## src/rtl/clk_src_pkg.sv

```systemverilog
package clk_src_pkg;

    typedef enum logic [1:0] {
        ST_PLL_DIV4   = 2'd0,
        ST_PLL_LOCKED = 2'd1,
        ST_OSC        = 2'd2
    } src_state_t;

    localparam int ADDR_W = 2;
    localparam int FLAG_W = 3;

    localparam logic [ADDR_W-1:0] ADDR_CTRL = 2'd0;
    localparam logic [ADDR_W-1:0] ADDR_FILT = 2'd1;
    localparam logic [ADDR_W-1:0] ADDR_FLAG = 2'd2;
    localparam logic [ADDR_W-1:0] ADDR_IEN  = 2'd3;

    localparam int CTRL_SRC  = 0;
    localparam int CTRL_OSCE = 1;
    localparam int CTRL_FEN  = 2;
    localparam int CTRL_FBW  = 3;

    localparam int FLG_LOCK = 0;
    localparam int FLG_OSCQ = 1;
    localparam int FLG_LOSS = 2;

endpackage

```

## src/rtl/clk_src_sync.sv

```systemverilog
module clk_src_sync #(
    parameter int WIDTH  = 2,
    parameter int STAGES = 2
) (
    input  logic             clk,
    input  logic             rst_n,
    input  logic [WIDTH-1:0] d_raw,
    output logic [WIDTH-1:0] q_sync
);
    logic [WIDTH-1:0] stage_q [STAGES];

    generate
        for (genvar s = 0; s < STAGES; s++) begin : g_stage
            always_ff @(posedge clk or negedge rst_n) begin
                if (!rst_n) begin
                    stage_q[s] <= '0;
                end else if (s == 0) begin
                    stage_q[s] <= d_raw;
                end else begin
                    stage_q[s] <= stage_q[(s == 0) ? 0 : s-1];
                end
            end
        end
    endgenerate

    assign q_sync = stage_q[STAGES-1];
endmodule

```

## src/rtl/clk_src_flags.sv

```systemverilog
module clk_src_flags #(
    parameter int NFLAG = 3
) (
    input  logic             clk,
    input  logic             rst_n,
    input  logic [NFLAG-1:0] set_vec,
    input  logic [NFLAG-1:0] clr_vec,
    input  logic             ien_we,
    input  logic [NFLAG-1:0] ien_data,
    output logic [NFLAG-1:0] flags_q,
    output logic             irq
);
    logic [NFLAG-1:0] ien_q;

    always_ff @(posedge clk or negedge rst_n) begin
        if (!rst_n) begin
            ien_q <= '0;
        end else if (ien_we) begin
            ien_q <= ien_data;
        end
    end

    generate
        for (genvar i = 0; i < NFLAG; i++) begin : g_flag
            always_ff @(posedge clk or negedge rst_n) begin
                if (!rst_n) begin
                    flags_q[i] <= 1'b0;
                end else if (set_vec[i]) begin
                    flags_q[i] <= 1'b1;
                end else if (clr_vec[i]) begin
                    flags_q[i] <= 1'b0;
                end
            end

            // a set flag stays set unless software clears it
            p_flag_sticky_r8: assert property (@(posedge clk) disable iff (!rst_n)
                (flags_q[i] && !clr_vec[i]) |=> flags_q[i]);
        end
    endgenerate

    assign irq = |(flags_q & ien_q);
endmodule

```

## src/rtl/clk_src_ctrl.sv

```systemverilog
module clk_src_ctrl
    import clk_src_pkg::*;
#(
    parameter int FILT_W = 5
) (
    input  logic              clk,
    input  logic              rst_n,
    input  logic              pll_lock_raw,
    input  logic              osc_ready_raw,
    input  logic              wr_en,
    input  logic [1:0]        wr_addr,
    input  logic [FILT_W-1:0] wr_data,
    output logic              src_sel,
    output logic              pll_div4,
    output logic              osc_en,
    output logic              filt_en,
    output logic              filt_bw,
    output logic [FILT_W-1:0] filt_val,
    output logic              lock_sts,
    output logic              oscq_sts,
    output logic [2:0]        flags,
    output logic              irq
);
    localparam int DATA_W = FILT_W;

    src_state_t state_q, state_d;
    logic [1:0] raw_vec, sync_vec;
    logic       lock_s, rdy_s;
    logic       lock_d, oscq_d;
    logic       wr_ctrl, wr_filt, wr_flag, wr_ien;
    logic       fallback;
    logic [FLAG_W-1:0] set_vec, clr_vec;

    // Two-flop synchronizer for both raw status inputs
    assign raw_vec = {osc_ready_raw, pll_lock_raw};

    clk_src_sync #(.WIDTH(2), .STAGES(2)) u_sync (
        .clk    (clk),
        .rst_n  (rst_n),
        .d_raw  (raw_vec),
        .q_sync (sync_vec)
    );

    assign lock_s = sync_vec[0];
    assign rdy_s  = sync_vec[1];

    // Register decode
    assign wr_ctrl = wr_en && (wr_addr == ADDR_CTRL);
    assign wr_filt = wr_en && (wr_addr == ADDR_FILT);
    assign wr_flag = wr_en && (wr_addr == ADDR_FLAG);
    assign wr_ien  = wr_en && (wr_addr == ADDR_IEN);

    always_ff @(posedge clk or negedge rst_n) begin
        if (!rst_n) begin
            osc_en   <= 1'b0;
            filt_en  <= 1'b0;
            filt_bw  <= 1'b0;
            filt_val <= '0;
        end else begin
            if (wr_ctrl) begin
                osc_en  <= wr_data[CTRL_OSCE];
                filt_en <= wr_data[CTRL_FEN];
                filt_bw <= wr_data[CTRL_FBW];
            end
            if (wr_filt) begin
                filt_val <= wr_data[FILT_W-1:0];
            end
        end
    end

    // Qualification: filtered mode relies on the PLL clock, so it needs lock
    assign oscq_sts = osc_en && rdy_s && (!filt_en || lock_s);
    assign lock_sts = lock_s;

    // State register
    always_ff @(posedge clk or negedge rst_n) begin
        if (!rst_n) begin
            state_q <= ST_PLL_DIV4;
        end else begin
            state_q <= state_d;
        end
    end

    // Next state
    always_comb begin
        state_d  = state_q;
        fallback = 1'b0;
        unique case (state_q)
            ST_PLL_DIV4: begin
                if (wr_ctrl && !wr_data[CTRL_SRC] && oscq_sts) begin
                    state_d = ST_OSC;                       // T_TO_OSC
                end else if (lock_s) begin
                    state_d = ST_PLL_LOCKED;                // T_LOCK
                end
            end
            ST_PLL_LOCKED: begin
                if (wr_ctrl && !wr_data[CTRL_SRC] && oscq_sts) begin
                    state_d = ST_OSC;                       // T_TO_OSC
                end else if (!lock_s) begin
                    state_d = ST_PLL_DIV4;                  // T_UNLOCK
                end
            end
            ST_OSC: begin
                if (!oscq_sts) begin
                    fallback = 1'b1;                        // T_FALLBACK
                    state_d  = lock_s ? ST_PLL_LOCKED : ST_PLL_DIV4;
                end else if (wr_ctrl && wr_data[CTRL_SRC]) begin
                    state_d  = lock_s ? ST_PLL_LOCKED : ST_PLL_DIV4;  // T_SW_BACK
                end
            end
            default: state_d = ST_PLL_DIV4;
        endcase
    end

    // Outputs
    always_comb begin
        src_sel  = (state_q != ST_OSC);
        pll_div4 = !lock_s;
    end

    // Change detection for the sticky flags
    always_ff @(posedge clk or negedge rst_n) begin
        if (!rst_n) begin
            lock_d <= 1'b0;
            oscq_d <= 1'b0;
        end else begin
            lock_d <= lock_s;
            oscq_d <= oscq_sts;
        end
    end

    always_comb begin
        set_vec           = '0;
        set_vec[FLG_LOCK] = lock_s ^ lock_d;
        set_vec[FLG_OSCQ] = oscq_sts ^ oscq_d;
        set_vec[FLG_LOSS] = fallback;
        clr_vec           = wr_flag ? wr_data[FLAG_W-1:0] : '0;
    end

    clk_src_flags #(.NFLAG(FLAG_W)) u_flags (
        .clk      (clk),
        .rst_n    (rst_n),
        .set_vec  (set_vec),
        .clr_vec  (clr_vec),
        .ien_we   (wr_ien),
        .ien_data (wr_data[FLAG_W-1:0]),
        .flags_q  (flags),
        .irq      (irq)
    );

    // losing qualification on the oscillator forces the PLL next cycle
    p_fallback_r4: assert property (@(posedge clk) disable iff (!rst_n)
        (!src_sel && !oscq_sts) |=> src_sel);

    // the oscillator is only entered when qualification held
    p_enter_osc_qualified_r2: assert property (@(posedge clk) disable iff (!rst_n)
        $fell(src_sel) |-> $past(oscq_sts));

    // the loss flag only rises when leaving the oscillator source
    p_loss_from_osc_r4: assert property (@(posedge clk) disable iff (!rst_n)
        $rose(flags[FLG_LOSS]) |-> ($past(!src_sel) && src_sel));

    initial begin
        assert (DATA_W >= FLAG_W) else $error("data width too narrow");
    end
endmodule

```

## config.mk

```make
export PLATFORM = sky130hd
export DESIGN_NAME = clk_src_ctrl
export DESIGN_NICKNAME = d
export VERILOG_FILES = /design/src/rtl/clk_src_pkg.sv /design/src/rtl/clk_src_sync.sv /design/src/rtl/clk_src_flags.sv /design/src/rtl/clk_src_ctrl.sv
export SDC_FILE = /design/constraint.sdc
export NUM_CORES = 1
export LEC_CHECK = 0
export BUFFER_PORTS_ARGS = -buffer_cell sky130_fd_sc_hd__buf_2
export CORE_UTILIZATION = 35
export DETAILED_ROUTE_END_ITERATION = 16
export MAX_ROUTING_LAYER = met4
export SLEW_MARGIN = 20
export SYNTH_ARGS = -nofsm -noshare
export SYNTH_HDL_FRONTEND = slang
export SYNTH_HIERARCHICAL = 1
export SYNTH_SLANG_ARGS = --single-unit
```

## constraint.sdc

```tcl
create_clock -name clk -period 2.76 [get_ports clk]
set_input_delay 0.276 -clock clk [delete_from_list [all_inputs] [get_ports clk]]
set_output_delay 0.276 -clock clk [all_outputs]
set_load 0.01 [all_outputs]
```

Yosys cells after proc, flatten, opt, wreduce, memory -nomap -nowiden --
Cells that the tools add are included.
Word-level totals: output and inout bits 16, bits in registers 22, input bits 12
Operators by class: bitwise gates (word level) 3, reduce and logical (&&, ||, !) cells 20, mux-type cells 17, equal/unequal tests 9
Operators with widths (count):
- two-way mux 2 bit | 6
- logical AND 1 bit | 9
- two-way mux 1 bit | 9
- equality test 2 bit, second input constant | 3
- inequality test 3 bit, second input constant | 2
- case mux 2 bit (3 select lines) | 1
- nonzero test 2 bit | 3
- equality test 2 x 1 -> 1 bit, second input constant | 2
- logical NOT 2 bit | 2
- AND 3 bit | 1
- logical NOT 1 bit | 3
- two-way mux 3 bit | 1
- inequality test 3 x 2 -> 1 bit, second input constant | 1
- AND reduction 3 bit | 1
- OR reduction 3 bit | 1
- inequality test 2 bit, second input constant | 1
- XOR 1 bit | 2
- logical OR 1 bit | 1

Longest topological paths before layout --
Gate-level depths: netlist of the first run.
word-level depth 6, gate-level depth with buffers 5, mapped depth without buffers 5

Modules after synthesis --
The synthesis of the first run kept the hierarchy.
Modules (own cells, without submodules):
- clk_src_ctrl | area an instance 535.5 um^2, instances 1, cells an instance 41
- clk_src_flags | area an instance 232.7 um^2, instances 1, cells an instance 17
- clk_src_sync | area an instance 115.1 um^2, instances 1, cells an instance 6

Least setup slack after synthesis of the first run --
Ideal clock, no wire load.
path type reg-to-reg, from reg u_sync.stage_q, in the netlist u_sync/q_sync[0], to reg u_flags.flags_q[1], period minus slack after synthesis 1.186 ns, arrival time 1.068 ns, cell stages (with the launch flop) 6, setup slack 1.574 ns, setup time 0.118 ns, path through dfrtp_1 -> buf_4 -> inv_1 -> a21oi_2 -> xor2_1 -> a21o_1
Between the ends: longest elaborated chain between the ends 4, elaborated cells on any way between the ends 5, classes of those cells mux: 1; bitwise: 1; reduce/logical: 3
Ends and longest elaborated chain:
- from (decl) | line clk_src_sync.sv:10 | logic [WIDTH-1:0] stage_q [STAGES];
- from (signal, indexed assignment) | line clk_src_sync.sv:18 | stage_q[s] <= d_raw;
- from (signal, indexed assignment) | line clk_src_sync.sv:20 | stage_q[s] <= stage_q[(s == 0) ? 0 : s-1];
- logical OR 1 bit (*) | line clk_src_ctrl.sv:72 | assign oscq_sts = osc_en && rdy_s && (!filt_en || lock_s);
- logical AND 1 bit (*) | line clk_src_ctrl.sv:72
- named net oscq_sts | line clk_src_ctrl.sv:20 | output logic oscq_sts,
- XOR 1 bit (*) | line clk_src_ctrl.sv:135 | set_vec[FLG_OSCQ] = oscq_sts ^ oscq_d;
- named net set_vec[1] | line clk_src_ctrl.sv:32 | logic [FLAG_W-1:0] set_vec, clr_vec;
- two-way mux 1 bit / nonzero test 2 bit (equally long branches)
- to (signal, indexed assignment) | line clk_src_flags.sv:27 | flags_q[i] <= 1'b0;
- to (signal, indexed assignment) | line clk_src_flags.sv:29 | flags_q[i] <= 1'b1;
- to (signal, indexed assignment) | line clk_src_flags.sv:31 | flags_q[i] <= 1'b0;
- to (decl) | line clk_src_flags.sv:10 | output logic [NFLAG-1:0] flags_q,
Mark *: on every way through the listed nets, which the timed path passes. The rest lies on a longest branch. A chain may end at the register's enable or synchronous reset.

Worst setup path after layout of the first run --
from reg u_sync.stage_q, in the netlist u_sync/q_sync[0], to out oscq_sts
Between the ends: longest elaborated chain between the ends 2
Ends and longest elaborated chain (line):
- logical OR 1 bit | clk_src_ctrl.sv:72
- logical AND 1 bit | clk_src_ctrl.sv:72
- to (decl) | clk_src_ctrl.sv:20
Every way passes these cells.

==> results of run 1 <==
power breakdown:
group	internal [mW]	leakage, nW	total [mW]	switching [mW]
Sequential	0.365	0.259	0.390	0.0249
Clock	0.0805	0.0210	0.173	0.0923
Combinational	0.0705	0.240	0.136	0.0653
Total	0.516	0.521	0.699	0.183
logic make-up after synthesis:
| family | count (synthesis) | share of synthesized area, % |
|---|---|---|
| flip-flops | 22 | 62.3 |
| AND/OR/NAND/NOR | 14 | 9.63 |
| multiplexers | 11 | 14.4 |
| AO/OA/AOI/OAI | 8 | 7.79 |
| buffers and inverters | 7 | 3.82 |
| XOR/XNOR | 2 | 1.98 |
final cells by class:
class | instances | area, um2 | share of cell area, %
sequential | 22 | 551 | 50.7
multi-input combinational | 35 | 299 | 27.6
timing repair buffer | 28 | 145 | 13.4
clock buffer | 4 | 36.3 | 3.34
tap | 28 | 35.0 | 3.23
inverter | 5 | 18.8 | 1.73
state kept, by name, summed over array words and instances, names as in the netlist:
signal,cells
filt_bw,1
osc_en,1
u_flags/ien_q,3
oscq_d,1
u_sync/stage_q,2
lock_d,1
u_flags/flags_q,3
state_q,2
u_sync/q_sync,2
filt_en,1
filt_val,5
layout by cell type, fill, tap and decap left out:
master         instances
clkbuf_4               3
a31oi_1                1
mux2_4                 1
dlygate4sd3_1          1
nor2_1                 2
a21o_1                 2
xor2_1                 2
inv_1                  5
or3b_4                 1
a21oi_2                1
and2_1                 3
and3_1                 1
nor3b_2                1
a21o_2                 1
dfrtp_1               22
mux2_2                10
a222oi_1               1
o2111a_1               1
o311ai_1               1
nand2_1                4
buf_2                 27
nand3b_1               1
nand2b_1               1
clkbuf_8               1
worst max-delay path, delay by kind of cell, from the launching register on:
| family | cells | cell delay (ps) |
|---|---|---|
| compound gates | 1 | 280 |
| flops | 1 | 430 |
| buf+inv | 2 | 270 |
metal layers:
layer  global-route usage [%]  part of all wire (%)  vias to the layer above
met5                        -                     0                        -
met4                     6.58                     0                        0
met3                     3.48                   5.7                        0
met2                     20.1                    45                       24
met1                     17.9                    49                      277
li1                         -                     -                      277
worst max-delay path by stage:
stage	startpoint	endpoint	slack [ps]	cells after the start
6_report	u_sync/q_sync[0]$_DFF_PN0_	oscq_sts	1210	3
3_3_place_gp	wr_addr[1]	state_q[0]$_DFFE_PN0P_	1490	4
2_1_floorplan	u_sync/q_sync[0]$_DFF_PN0_	u_flags/flags_q[1]$_DFFE_PN0P_	1570	5
5_1_grt	u_sync/q_sync[0]$_DFF_PN0_	oscq_sts	1120	3
4_1_cts	u_sync/q_sync[0]$_DFF_PN0_	oscq_sts	1180	3
3_5_place_dp	wr_addr[1]	state_q[0]$_DFFE_PN0P_	1480	4
synth_stat cells, types with 2 or more instances:
library cell	count	share of area, %
a21o_1	2	1.7
and2_1	3	2.1
buf_4	2	1.7
dfrtp_1	22	62
inv_1	5	2.1
mux2_2	10	13
nand2_1	4	1.7
nor2_1	2	0.85
xor2_1	2	2.0
stage by stage:
stage	setup WS (ps)	instance area, um2
global placement	1490	1040
CTS	1180	1080
global route	1120	1080
detailed placement	1480	1040
floorplan	1570	883
finish	1210	1080
==> impl_results.md, run 1 <==
- EDFF count, synth: 0
- Layout cell share with drive strength beyond 1: 48.9%
- Crit share post-route: 56.2%
- Min cycle time layout: 1550 ps
- R2R Path End: u_flags/flags_q[1]$_DFFE_PN0P_
- Clock latency on the worst-skew pair: 300 ps
- Starting Density: 38.5%
- Number of DRC markers in iteration 0: 13
- GPL Wtd Cong: 0.662
- First-pass GRT wire length: 2570 um
- # clock sinks: 22
- Crit path max fanout: 6
- Worst Path Required: 2480 ps
- Worst reg2reg path depth: 4
- DRC viols: 0
- Die W: 52.2 um
- Initial antenna violation count: 0
- Crit path launch type: flip-flop
- Die Span Y: 52.2 um
- # IOs: 28
- Reg-to-reg startpoint: u_sync/q_sync[0]$_DFF_PN0_
- Final setup fails: 0
- Slew Limit Headroom: 67.5%
- Final Hold Fails: 0
- Clock Skew: 7.15 ps
- GRT Util Overall: 13.8%
- Area growth, synth to finish: 22.8%
- ANT nets after route: 0
- Syn Area/Cell: 13.8 um2
- Max H-tree Level: 1
- Outcome: complete, no violations
- Placed cells: 117
- CTS Hold Bufs: 1
- Row count: 17
- Syn_nets: 76
- WP data arrival: 1280 ps
- VDD IR max: 0.387 mV
- Highest Clock Rate: 645 MHz
- Root Buffer Master: clkbuf_4
- Setup TNS: 0 ps
- Hold path cells: 1
- Drt wl/cell: 13.1 um
- Number of port buffers: 27
- Reg clk slew, reported paths: 110 ps
- Register bit count reported by yosys: 22
- Total CTS buffers: 3
- Final non-filler cell total: 122
- RSZ-0062 raised after global routing: no
- WHS: 74.7 ps
- Die area: 0.00273 mm2
- Max incr delay on CP: 430 ps
- Pin count of the biggest net entering global routing: 23
- MaxCap Viol Count: 0
- Setup Crit Path Kind: reg -> out
- Predominant post-synthesis flop cell: dfrtp_1
- Worst Max-Slew Pin Slew: 487 ps
- Critical-path cell list: inv_1, a21oi_2, buf_2
- Clock Tree Buf Depth: 2
- Final core occ: 47.2%
- Power Dens Cells: 644 mW/mm2
- Synth async-reset ratio: 100%
- Distinct cells, synth: 21
- DPL Wire Length: 1170 um
- Diodes inserted: 0
- Total grt overflow: 0
- Cell Area, Synth: 883 um2
- Pwr Total: 0.699 mW
- First-pass DRT Iterations: 6
- Final nets: 107
- Vias/cell: 4.74
- Hold Crit Class: in -> reg
- Critical path capture point type: output pin
- CTS tree: built
- Synth warnings: 6
- Via count: 578
- Post-CTS setup repair buffer count: 0
- Mapped Cells: 64
- Leakage power: 0.521 nW
- Core area: 0.00230 mm2
- Highest-delay cell along the critical path: dfrtp_1
- Vias in the first global route: 563
- Hold EP: u_sync/stage_q[2]$_DFF_PN0_
- Hold path startpoint: pll_lock_raw
- Seq/Total Area, Yosys: 62.3%
- Post_cts resized: 0
- FF-to-FF setup slack: 1600 ps
- WL final: 1590 um
- Fillers: 238
- Final max-slew violation count: 0
No activity file was read; power rests on OpenSTA's default activity.
==> inputs of run 2 (changes only) <==
==> constraint.sdc (replaced) <==
create_clock -name clk -period 1.4 [get_ports clk]
set_input_delay 0.14 -clock clk [delete_from_list [all_inputs] [get_ports clk]]
set_output_delay 0.14 -clock clk [all_outputs]
set_load 0.01 [all_outputs]
==> run 2 against run 1 <==
- first-iteration DRC count down 69%
- combinational power up 120%
- critical path depth unchanged
- via count up 5.4%
- register-to-register slack worse by 1300 ps
- worst setup slack worse by 1200 ps
- flip-flop and latch count unchanged
- clock power up 60%
- critical path type unchanged
==> impl_results.md, run 2 (synthesis results as in run 1) <==
- Outcome: complete, no violations
- Die area: 0.00273 mm2
- Die Span Y: 52.2 um
- Via count: 609
- Max H-tree Level: 1
- Cell internal pwr: 0.977 mW
- ANT nets after route: 0
- Diodes inserted: 0
- WHS: 62.7 ps
- Cell family with most CP delay: flip-flops
- Starting Density: 38.5%
- Worst Max-Slew Pin Slew: 492 ps
- Final nets: 113
- CP Launch Point: u_flags/flags_q[1]$_DFFE_PN0P_
- Number of DRC markers in iteration 0: 4
- First-pass GRT wire length: 3010 um
- GRT Util Overall: 16.4%
- Placed cells: 117
- Vias/cell: 4.80
- Critical path capture point type: output pin
- Highest-delay cell along the critical path: dfrtp_1
- Leakage power: 0.543 nW
- Pin count of the biggest net entering global routing: 23
- Crit path max fanout: 3
- Final non-filler cell total: 127
- Comb power frac: 22.0%
- Final setup fails: 0
- Clock Tree Buf Depth: 2
- Pwr Total: 1.34 mW
- DRC viols: 0
- Bufs and invs on worst path: 2
- Critical-path cell list: a222oi_1, inv_1, buf_2
- Setup Crit Path Kind: reg -> out
- Slew Limit Headroom: 67.2%
- # clock sinks: 22
- # IOs: 28
- MaxCap Viol Count: 0
- Hold path cells: 2
- DPL Wire Length: 1250 um
- Fillers: 227
- Final max-slew violation count: 0
- Hold path startpoint: wr_data[4]
- Largest register FFs: 5
- Layout cell share with drive strength beyond 1: 49.5%
- Largest registers: filt_val (5), u_flags/flags_q (3), u_flags/ien_q (3)
- Reg clk slew, reported paths: 110 ps
- Most frequent cells in the layout: buf_2, dfrtp_1, mux2_2, inv_1
- Drt wl/cell: 13.9 um
- Power Dens Cells: 1190 mW/mm2
- Row count: 17
- RSZ-0062 raised after global routing: yes
- CTS tree: built
- Total CTS buffers: 3
- Most common cell after layout, fill and taps aside: buf_2
- Final core occ: 49.1%
- Clock Skew: 0.479 ps
- Setup TNS: 0 ps
- Worst Path Required: 1260 ps
- Reg-to-reg startpoint: osc_en$_DFFE_PN0N_
- Core area: 0.00230 mm2
- Crit share post-route: 97.9%
- Hold Crit Class: in -> reg
- Max incr delay on CP: 420 ps
- Dpl ws: 163 ps
- Sequential share of power: 57.3%
- Area post-placement: 0.00104 mm2
- WP depth: 3
- VDD IR max: 0.876 mV
- GPL Wtd Cong: 0.660
- Clock network fraction of total power: 20.7%
- Total grt overflow: 0
- Worst reg2reg path depth: 5
- Slack of the critical path: 29.1 ps
- Switching power: 0.364 mW
- Largest register by flop count: filt_val
- Root Buffer Master: clkbuf_4
- Die W: 52.2 um
- Number of port buffers: 27
- Min cycle time layout: 1370 ps
- First-pass DRT Iterations: 4
- Design area: 0.00113 mm2
- Crit path launch type: flip-flop
- Switching Fraction: 27.1%
- Clock latency on the worst-skew pair: 300 ps
- Area growth, synth to finish: 27.8%
- WL final: 1770 um
- Vias in the first global route: 642
- Initial antenna violation count: 0
- Highest Clock Rate: 729 MHz
- Final Hold Fails: 0
- WP data arrival: 1230 ps
[run 2: cell count changes in the layout (fill, tap and decap cells not counted), sizes merged]
cell	delta
buf	+4
dlygate4sd3	+2
clkbuf	-1
[run 2: layout make-up]
cell class	count	area (um2)	area share (%)
clock buffers	3	22.5	2.00
inverters	5	18.8	1.66
multi-input cells	35	307	27.2
flip-flops and latches	22	551	48.8
well taps	28	35.0	3.10
repair buffers	34	195	17.3
[run 2: metal layers]
layer	share of wire (%)	GRT usage (%)	vias to the layer above
met4	1.4	6.58	0
met2	47	26.3	25
met3	6.5	3.77	2
met5	0	-	-
met1	45	20.0	292
li1	-	-	290
[run 2: power groups by stage]
stage / sequential (mW) / combinational (mW) / clock [mW]
after global routing: 0.783 / 0.326 / 0.329
after floorplan: 0.802 / 0.124 / 0
after global placement: 0.781 / 0.264 / 0
final: 0.768 / 0.295 / 0.277
after CTS: 0.770 / 0.289 / 0.291
after detailed placement: 0.782 / 0.273 / 0
[run 2: worst paths after layout]
| check | slack, ps | end |
|---|---|---|
| worst max-delay path | 30 | irq |
| worst min-delay path | 60 | filt_val[4]$_DFFE_PN0P_ |
| worst max register to register | 260 | u_flags/flags_q[1]$_DFFE_PN0P_ |
| worst min register to register | 360 | u_sync/q_sync[1]$_DFF_PN0_ |
| max in group asynchronous | 750 | filt_val[0]$_DFFE_PN0P_ |
| min in group asynchronous | 320 | u_flags/flags_q[1]$_DFFE_PN0P_ |
[run 2: worst register-to-register path, stage by stage (launching register included)]
cell and delay, ps:
dfrtp_1 410, nand2_1 140, a21oi_4 60, buf_4 150, xor2_1 140, a21o_1 150
[run 2: what timing repair did]
item | CTS | global route
resized for setup | 1 | 0
buffers inserted | 2 | 2
hold buffers | 3 | 0
setup endpoints to repair | 2 | 2
pin swaps | 0 | 1
hold endpoints to repair | 24 | 0
==> inputs of run 3 (changes only) <==
--- a/config.mk
+++ b/config.mk
@@ -8,6 +8,7 @@
 export BUFFER_PORTS_ARGS = -buffer_cell sky130_fd_sc_hd__buf_2
 export CORE_UTILIZATION = 35
 export DETAILED_ROUTE_END_ITERATION = 16
+export HOLD_SLACK_MARGIN = 0.08
 export MAX_ROUTING_LAYER = met4
 export SLEW_MARGIN = 20
 export SYNTH_ARGS = -nofsm -noshare
==> run 3 against run 2 <==
- wire length is 0.45% higher
- sequential power hardly changed
- critical path type unchanged
- cell count is 1.6% higher
- flip-flop and latch count stayed put
- sequential share of layout area is 0.85 points lower
- worst setup slack hardly changed
- hold slack better by 65 ps
- critical path depth stayed put
- clock skew hardly changed
- count of clock-buffer cells in the layout stayed put
- combinational power is 1% higher
- design area is 1.8% higher
==> impl_results.md, run 3 (synthesis results as in run 1) <==
- Final core occ: 50.0%
- FF-to-FF setup slack: 260 ps
- Final Hold Fails: 0
- Most common cell after layout, fill and taps aside: buf_2
- GPL Wtd Cong: 0.660
- # IOs: 28
- First-pass DRT Iterations: 4
- Reg-to-reg startpoint: osc_en$_DFFE_PN0N_
- Final max-slew violation count: 0
- Switching Fraction: 27.1%
- Row count: 17
- Outcome: complete, no violations
- Cell internal pwr: 0.980 mW
- Final setup fails: 0
- Drt wl/cell: 13.8 um
- Die W: 52.2 um
- Most frequent cells in the layout: buf_2, dfrtp_1, mux2_2, inv_1, dlygate4sd3_1
- Critical path capture point type: output pin
- DPL Wire Length: 1250 um
- Largest register FFs: 5
- Hold Crit Class: in -> reg
- Fillers: 226
- Initial antenna violation count: 0
- Crit path max fanout: 3
- Worst Path Required: 1260 ps
- Power Dens Cells: 1170 mW/mm2
- Number of DRC markers in iteration 0: 8
- Die Span Y: 52.2 um
- WL final: 1780 um
- Crit path launch type: flip-flop
- Pin count of the biggest net entering global routing: 23
- Final nets: 115
- Number of port buffers: 27
- Sequential share of power: 57.1%
- WP data arrival: 1230 ps
- CTS tree: built
- Diodes inserted: 0
- Clock Skew: 0.753 ps
- Clock network fraction of total power: 20.7%
- Min cycle time layout: 1370 ps
- Crit share post-route: 97.9%
- Comb power frac: 22.2%
- DRC viols: 0
- Slew Limit Headroom: 67.2%
- Setup Crit Path Kind: reg -> out
- R2R Path End: u_flags/flags_q[1]$_DFFE_PN0P_
- Largest register by flop count: filt_val
- Worst reg2reg path depth: 5
- Reg clk slew, reported paths: 110 ps
- Vias in the first global route: 642
- Setup TNS: 0 ps
- Via count: 615
- Area growth, synth to finish: 30.0%
- Switching power: 0.364 mW
- ANT nets after route: 0
- Total grt overflow: 0
- Core area: 0.00230 mm2
- Max H-tree Level: 1
- Largest registers: filt_val (5), u_flags/flags_q (3), u_flags/ien_q (3)
- MaxCap Viol Count: 0
- Worst Max-Slew Pin Slew: 492 ps
- Crit path to: irq
- VDD IR max: 0.876 mV
- RSZ-0062 raised after global routing: yes
- # clock sinks: 22
- Layout cell share with drive strength beyond 1: 48.5%
- Highest Clock Rate: 729 MHz
- Root Buffer Master: clkbuf_4
- First-pass GRT wire length: 3010 um
- Clock Tree Buf Depth: 2
- Total CTS buffers: 3
- Die area: 0.00273 mm2
- Leakage power: 0.551 nW
- Clock latency on the worst-skew pair: 300 ps
- Vias/cell: 4.77
- CP Launch Point: u_flags/flags_q[1]$_DFFE_PN0P_
- Starting Density: 38.5%
- GRT Util Overall: 16.4%
-- run 3: worst min path at each step --
stage          slack (ps)  startpoint  depth (start not counted)                              to
5_1_grt               120  wr_data[2]                          2         filt_val[2]$_DFFE_PN0P_
6_report              130  wr_data[2]                          2    u_flags/ien_q[2]$_DFFE_PN0P_
4_1_cts               130  wr_data[2]                          2    u_flags/ien_q[2]$_DFFE_PN0P_
3_3_place_gp          130       rst_n                          1  u_flags/flags_q[1]$_DFFE_PN0P_
3_5_place_dp          130       rst_n                          1  u_flags/flags_q[1]$_DFFE_PN0P_
2_1_floorplan        -160       rst_n                          0             filt_bw$_DFFE_PN0N_
-- run 3: critical path, stage by stage, from the launching register on --
cell and delay [ps]:
dfrtp_1 420, a222oi_1 310, inv_1 60, buf_2 140
-- run 3: power by group through the flow --
stage	registers [mW]	logic [mW]	clock network, mW
floorplan	0.802	0.124	0
CTS	0.770	0.293	0.291
global placement	0.781	0.264	0
finish	0.768	0.299	0.278
global route	0.783	0.330	0.329
detailed placement	0.782	0.273	0
-- run 3: cell type report --
| cell class | instances | area, um2 | area share, % |
|---|---|---|---|
| Multi-Input combinational cell | 35 | 307 | 26.7 |
| Tap cell | 28 | 35.0 | 3.05 |
| Clock buffer | 3 | 22.5 | 1.96 |
| Timing Repair Buffer | 36 | 215 | 18.7 |
| Inverter | 5 | 18.8 | 1.63 |
| Sequential cell | 22 | 551 | 47.9 |
-- run 3: metrics by stage --
stage               hold slack, ps  instance area [um2]  power, mW  worst slack, ps  std cells
floorplan                     -156                  883      0.926              214         64
global placement               128                 1040       1.05              229        117
detailed placement             135                 1040       1.05              163        117
CTS                            125                 1130       1.35             7.84        127
global route                   122                 1150       1.44            -43.2        129
finish                         128                 1150       1.34             28.7        129
-- run 3: repair_timing --
| action | CTS | global route |
|---|---|---|
| resized for setup | 1 | 0 |
| pin swaps | 0 | 1 |
| setup endpoints to repair | 2 | 2 |
| endpoints found under the hold margin | 27 | 0 |
| hold buffers | 5 | 0 |
| setup buffers | 2 | 2 |
-- run 3: routing by layer --
metal / vias to the layer above / GRT usage [%] / share of wire (%)
li1: 294 / - / -
met1: 294 / 20.0 / 45
met2: 25 / 26.3 / 47
met3: 2 / 3.77 / 6.5
met4: 0 / 6.58 / 1.3
met5: - / - / 0
